### src/rtl/pdm_pkg.sv
package pdm_pkg;
  typedef enum logic [1:0] {
    SEL_VI  = 2'b00,
    SEL_VV  = 2'b01,
    SEL_II  = 2'b10,
    SEL_VI2 = 2'b11
  } sel_e;
endpackage

### src/rtl/zx_pair_route.sv
module zx_pair_route
  import pdm_pkg::*;
#(
  parameter int NPH = 3
) (
  input  sel_e           sel,
  input  logic [NPH-1:0] zv,
  input  logic [NPH-1:0] zi,
  output logic [NPH-1:0] start_o,
  output logic [NPH-1:0] stop_o
);
  // Inter-phase pairs: A->B, B->C, A->C
  logic [NPH-1:0] from_v, to_v, from_i, to_i;

  assign from_v = {zv[0], zv[1], zv[0]};
  assign to_v   = {zv[2], zv[2], zv[1]};
  assign from_i = {zi[0], zi[1], zi[0]};
  assign to_i   = {zi[2], zi[2], zi[1]};

  always_comb begin
    case (sel)
      SEL_VV: begin
        start_o = from_v;
        stop_o  = to_v;
      end
      SEL_II: begin
        start_o = from_i;
        stop_o  = to_i;
      end
      default: begin
        start_o = zv;
        stop_o  = zi;
      end
    endcase
  end
endmodule

### src/rtl/interval_counter.sv
module interval_counter #(
  parameter int W = 16
) (
  input  logic         clk,
  input  logic         rst,
  input  logic         tick,
  input  logic         abort,
  input  logic         start,
  input  logic         stop,
  output logic [W-1:0] res
);
  localparam logic [W-1:0] CMAX = {W{1'b1}};

  logic [W-1:0] cnt;
  logic         busy;

  always_ff @(posedge clk) begin
    if (rst) begin
      cnt  <= '0;
      busy <= 1'b0;
      res  <= '0;
    end else if (abort) begin
      busy <= 1'b0;
    end else if (start) begin
      cnt  <= '0;
      busy <= 1'b1;
    end else if (stop && busy) begin
      res  <= cnt;
      busy <= 1'b0;
    end else if (busy && tick && (cnt != CMAX)) begin
      cnt <= cnt + 1'b1;
    end
  end
endmodule

### src/rtl/phase_delay_meter.sv
module phase_delay_meter
  import pdm_pkg::*;
#(
  parameter int W = 16
) (
  input  logic         clk,
  input  logic         rst,
  input  logic         tick,
  input  logic [1:0]   mode,
  input  logic [2:0]   zx_v,
  input  logic [2:0]   zx_i,
  output logic [W-1:0] res_a,
  output logic [W-1:0] res_b,
  output logic [W-1:0] res_c
);
  localparam int NPH = 3;

  sel_e           mode_q;
  logic           abort;
  logic [NPH-1:0] start_ev, stop_ev;
  logic [W-1:0]   res_arr [NPH];

  always_ff @(posedge clk) begin
    if (rst) mode_q <= SEL_VI;
    else     mode_q <= sel_e'(mode);
  end

  assign abort = (sel_e'(mode) != mode_q);

  zx_pair_route #(.NPH(NPH)) u_route (
    .sel     (sel_e'(mode)),
    .zv      (zx_v),
    .zi      (zx_i),
    .start_o (start_ev),
    .stop_o  (stop_ev)
  );

  for (genvar k = 0; k < NPH; k++) begin : g_ch
    interval_counter #(.W(W)) u_cnt (
      .clk   (clk),
      .rst   (rst),
      .tick  (tick),
      .abort (abort),
      .start (start_ev[k]),
      .stop  (stop_ev[k]),
      .res   (res_arr[k])
    );
  end

  assign res_a = res_arr[0];
  assign res_b = res_arr[1];
  assign res_c = res_arr[2];
endmodule

### config.mk
export PLATFORM = sky130hd
export DESIGN_NAME = phase_delay_meter
export DESIGN_NICKNAME = d
export VERILOG_FILES = /design/src/rtl/pdm_pkg.sv /design/src/rtl/zx_pair_route.sv /design/src/rtl/interval_counter.sv /design/src/rtl/phase_delay_meter.sv
export SDC_FILE = /design/constraint.sdc
export NUM_CORES = 1
export LEC_CHECK = 0
export BUFFER_PORTS_ARGS = -buffer_cell sky130_fd_sc_hd__clkbuf_2
export CORE_MARGIN = 8
export CORE_UTILIZATION = 40
export CTS_CLUSTER_DIAMETER = 40
export DETAILED_ROUTE_END_ITERATION = 10
export PLACE_DENSITY_LB_ADDON = 0.05
export SLEW_MARGIN = 30
export SYNTH_ARGS = -nofsm -noshare
export SYNTH_HDL_FRONTEND = slang
export SYNTH_SLANG_ARGS = --single-unit
export TNS_END_PERCENT = 100
### constraint.sdc
create_clock -name clk -period 2.55 [get_ports clk]
set_input_delay 0.255 -clock clk [delete_from_list [all_inputs] [get_ports clk]]
set_output_delay 0.255 -clock clk [all_outputs]
set_load 0.005 [all_outputs]
======== Word-level counts from Yosys, hierarchy flattened ========
Index checks and enable logic that the tools add are counted.
word-level totals
  register bits ........................... 101
  bits of input ports ..................... 11
  output and inout bits ................... 48
  word-level logic and storage cells ...... 65
operators by class
  add/subtract/negate cells ............... 3
  equal/unequal tests ..................... 9
  mux-type cells .......................... 17
  bitwise logic cells ..................... 4
  reduce and logical (&&, ||, !) cells .... 22
operators by type and width
  kind                                                             count
  16-bit two-way mux                                               9
  16-bit by 1-bit adder with 16-bit output, second input constant  3
  16-bit != test, second input constant                            3
  3-bit AND reduction                                              6
  3-bit case mux with 2 select lines                               2
  2-bit nonzero test                                               6
  1-bit logical AND                                                9
  1-bit two-way mux                                                6
  2-bit != test, second input constant                             3
  1-bit inverter                                                   4
  2-bit by 1-bit == test with 1-bit output, second input constant  1
  2-bit == test, second input constant                             1
  2-bit != test                                                    1
  2-bit OR reduction                                               1

======== Logic depth before layout (Yosys ltp) ========
  word-level depth ........................ 5
  depth in mapped cells ................... 10
  mapped depth without buffers ............ 7

======== Modules after synthesis ========
From an unflattened synthesis, not the netlist that was laid out.
second synthesis, totals
  cell total of the unflattened synthesis .. 679
  area, all modules ....................... 5595.4 um^2
by module, submodules not included
  module             instances  cells an instance  area each (um^2)  sequential area each (um^2)
  interval_counter   3          217                1794.2            660.6
  zx_pair_route      1          21                 136.4             0.0
  phase_delay_meter  1          7                  76.3              40.0

======== Worst setup path before layout ========
OpenSTA, ideal clock, no wires.
  kind .................................... input-to-reg
  start ................................... input mode[0]
  end ..................................... register g_ch[1].u_cnt.res[10]
  setup time .............................. 0.128 ns
  arrival time ............................ 2.024 ns
  data required time ...................... 2.422 ns
  slack ................................... 0.399 ns
  stages .................................. 9
  buffers on the path ..................... 2
  cell sequence ........................... inv_1 > ha_1 > buf_4 > or2_2 > a22oi_2 > nand4_2 > buf_2 > mux2i_1 > nor2_1
between the ends
  word-level cells in the longest chain between the ends .. 4
  elaborated cells on any way between the ends .. 9
  those cells by class .................... eq/ne (3); mux (2); bitwise (2); reduce/logical (2)
RTL lines
  item                                                                       RTL line                text
  start, declared                                                            phase_delay_meter.sv:9  input logic [1:0] mode,
  2-bit == test or 2-bit by 1-bit == test with 1-bit output (tied branches)  zx_pair_route.sv:21     case (sel)
  3-bit case mux with 2 select lines                                         zx_pair_route.sv:21
  1-bit logical AND or 1-bit inverter (tied branches)                        --
  3-bit AND reduction (no source line) *                                     --
  end signal, assigned                                                       interval_counter.sv:28  res <= cnt;
  end, declared                                                              interval_counter.sv:10  output logic [W-1:0] res
Mark *: on every way between the ends. The rest lies on a longest branch, timed or not.
A chain may end at the register's enable or synchronous reset.

======== Worst setup path in the final report ========
  start ................................... register g_ch[2].u_cnt.cnt[0]
  end ..................................... register g_ch[2].u_cnt.cnt[7]
between the ends
  word-level cells in the longest chain between the ends .. 4
  elaborated cells on any way between the ends .. 8
  those cells by class .................... add/sub (1); eq/ne (1); mux (3); reduce/logical (3)
RTL lines
  item                                                                        RTL line                                        text
  start, declared                                                             interval_counter.sv:14                          logic [W-1:0] cnt;
  start signal, assigned                                                      interval_counter.sv:31                          cnt <= cnt + 1'b1;
  16-bit by 1-bit adder with 16-bit output or 16-bit != test (tied branches)  interval_counter.sv:31, interval_counter.sv:30
  16-bit two-way mux or 1-bit logical AND (tied branches)                     interval_counter.sv:30                          end else if (busy && tick && (cnt != CMAX)) begin
  16-bit two-way mux or 2-bit nonzero test (tied branches)                    --
  16-bit two-way mux or 3-bit AND reduction (tied branches)                   --
Parallel ways exist; a longest one is shown, timed or not. The select of a mux whose other input is x is not followed.

==> out/qor.txt <==
mean area per synthesized cell - 8.64 um2
Die W - 127 um
net count after synthesis - 591
fin crit period - 2.25 ns
Critical Path AT - 2.50 ns
relative slew slack - 56.8%
max-cap violations - 0
CTS hold repair buffers - 0
endpoints failing hold - 0
startpoint types - register
Final Cycle Share - 88.4%
Final Setup Violations - 0
synthesized flop and latch total - 101
register clock-pin slew on the reported worst setup and hold paths - 0.07 ns
RR Endpoint - g_ch[2].u_cnt.cnt[7]
row count - 40
GR Util All Layers - 16.8%
layout cells sized above 1 - 18.1%
Setup crit end kind - register
register-to-register setup slack - 0.30 ns
die area - 16200 um2
pwr dens - 550 nW/um2
I/O Pins - 59
Resize count post-CTS - 0
grt met2 use - 26.2%
wire length per cell - 16.6 um
Setup TNS - 0 ns
largest net degree at the start of global routing - 63
CTS H-tree lvls - 3
number of synthesized flops with an enable pin - 0
post-synthesis simple-gate area fraction - 25.3%
clock tree buffer depth - 2
vias in the first global route - 4343
DP HPWL - 9.65 mm
multiplexer area fraction after synthesis - 10.1%
grt met1 use - 21.5%
initial antenna violation count - 0
fmax - 0.444 GHz
status - complete, no violations
initial core utilization - 41.2%
R2R cell count - 6
Worst Setup EP - g_ch[2].u_cnt.cnt[7]
root buffer cell - clkbuf_16
Final ANT Viol Nets - 0
CP required - 2.79 ns
worst r2r src - g_ch[2].u_cnt.cnt[0]
Vias per Instance - 5.67
Slew @ Worst Pin - 0.648 ns
Final Wtd Congestion - 0.911
number of inserted diodes - 0
final number of max-transition violations - 0
Crit Path Max Fanout - 11
I/O Buffers - 58
RSZ-0062 raised after global routing - no
adder and majority cell fraction of the synthesized area - 1.26%
crit path launch - g_ch[2].u_cnt.cnt[0]
post-synthesis compound-gate area fraction - 17.7%
grt peak-use layer - met2
hold_ws - 0.191 ns
WHS Path Cells - 3
Synth area leader - dfxtp_1
DR vias - 4610
post-synth cell types - 58
Post-synth ARST share - 0%
CTS tree - done
NumNets Final - 657
later-pin clock latency in the skew report - 0.35 ns
XOR/XNOR Fraction of Synth Area - 0.353%
Synth Warn # - 0
HP Class - in -> reg
mapped cell area - 4970 um2
VDD IR max - 0.281 mV
DRC viols - 0
predominant post-synthesis flop cell - dfxtp_1
fraction of the yosys area taken by sequential cells - 40.7%
Cells after Synth - 575
largest cells by area after synthesis - dfxtp_1 41%, mux2i_1 9.9%, nor2_1 5.1%
post-CTS setup repair buffer count - 0
chip height - 127 um
global route overflow - 0
first-pass GRT wire length - 22.2 mm
Sink Count - 101
Area growth, synth to finish - 18.0%
met3 GRT Util - 4.37%
Detailed Routing Iterations Pass 1 - 4
largest family of logic cells by synthesized area - simple AND/OR/NAND/NOR gates
Static Leak - 2.35 nW
Clock Skew - 0.00713 ns
CTS buffer count - 9
drt initial violations - 370
critical path type - reg -> reg
Core Footprint - 12100 um2
share of the synthesized area in the top cell type - 40.7%
final WL - 13.5 mm
==> placed cells by master, fill, tap and decap left out, types with 12 or more instances in the layout <==
master / count
a21oi_1: 28
a31oi_1: 20
buf_4: 32
clkbuf_2: 57
dfxtp_1: 101
inv_1: 12
mux2i_1: 49
nand2_1: 41
nand3_1: 27
nand4_1: 26
nor2_1: 67
nor3_1: 14
o211ai_1: 12
o21ai_0: 26
or4_1: 12
==> final cells by class <==
cell class              instances  area [um2]
fillers                      1206        6200
multi-input cells             425        2720
flip-flops and latches        101        2020
repair buffers                 92         571
clock buffers                  14         264
well taps                     168         210
inverters                      12        45.0
clock inverters                 1        30.0
==> kinds of logic after synthesis <==
logic type,Yosys count
flip-flops,101
AO/OA/AOI/OAI,131
buffers and inverters,49
multiplexers,50
AND/OR/NAND/NOR,237
XOR/XNOR,2
adder cells (fa/ha/maj),5
==> metal layers <==
layer | share of wire [%] | wire length, um | vias to the layer above
li1 | - | - | 2295
met5 | 0 | 0 | -
met1 | 48 | 6450 | 2176
met2 | 45 | 6060 | 124
met4 | 1.5 | 198 | 0
met3 | 5.6 | 748 | 15
==> critical path, stage by stage (launching register included) <==
cell and delay (ns):
dfxtp_1 0.43, ha_1 0.29, nand4_1 0.16, nand4bb_1 0.52, a21oi_1 0.39, nor4_1 0.10
o2111a_1 0.26
==> state kept, by name, indices dropped and copies added (netlist names) <==
register / count
g_ch.u_cnt.res: 48
mode_q: 2
g_ch.u_cnt.cnt: 48
g_ch.u_cnt.busy: 3
==> cell usage after synthesis, drive strengths merged (8+ instances only) <==
cell    number
or4         12
a31oi       20
mux2i       49
inv         12
dfxtp      101
and3         8
nand2       41
nor3        14
nand3       27
nor2        67
o211ai      12
a21oi       28
buf         16
nand4       29
clkbuf      21
o21ai       27
==> worst min path at each step <==
| stage | startpoint | to | slack [ns] |
|---|---|---|---|
| final | mode[0] | mode_q[0] | 0.19 |
| after global routing | mode[1] | mode_q[1] | 0.20 |
| after CTS | mode[0] | mode_q[0] | 0.17 |
| after detailed placement | g_ch[2].u_cnt.busy | g_ch[2].u_cnt.busy | 0.47 |
| after global placement | g_ch[2].u_cnt.busy | g_ch[2].u_cnt.busy | 0.47 |
| after floorplan | mode[1] | mode_q[1] | 0.39 |
==> report_power, final <==
part	switching, mW	total, mW	leakage [nW]	internal [mW]
logic	0.180	0.261	1.40	0.0814
clock network	0.568	1.38	0.143	0.811
registers	0.00252	1.58	0.814	1.58
==> through the flow <==
stage | utilization, % | setup slack (ns) | power, mW | instance area [um2] | instances
3_5_place_dp | 46.2 | 0.0433 | 1.88 | 5570 | 798
3_3_place_gp | 46.2 | 0.143 | 1.88 | 5570 | 798
5_1_grt | 48.6 | 0.144 | 3.35 | 5860 | 813
6_report | 48.6 | 0.296 | 3.22 | 5860 | 813
4_1_cts | 48.6 | 0.326 | 3.27 | 5860 | 813
2_1_floorplan | - | 0.399 | 1.79 | 4970 | 575
No activity file was read; power rests on OpenSTA's default activity.
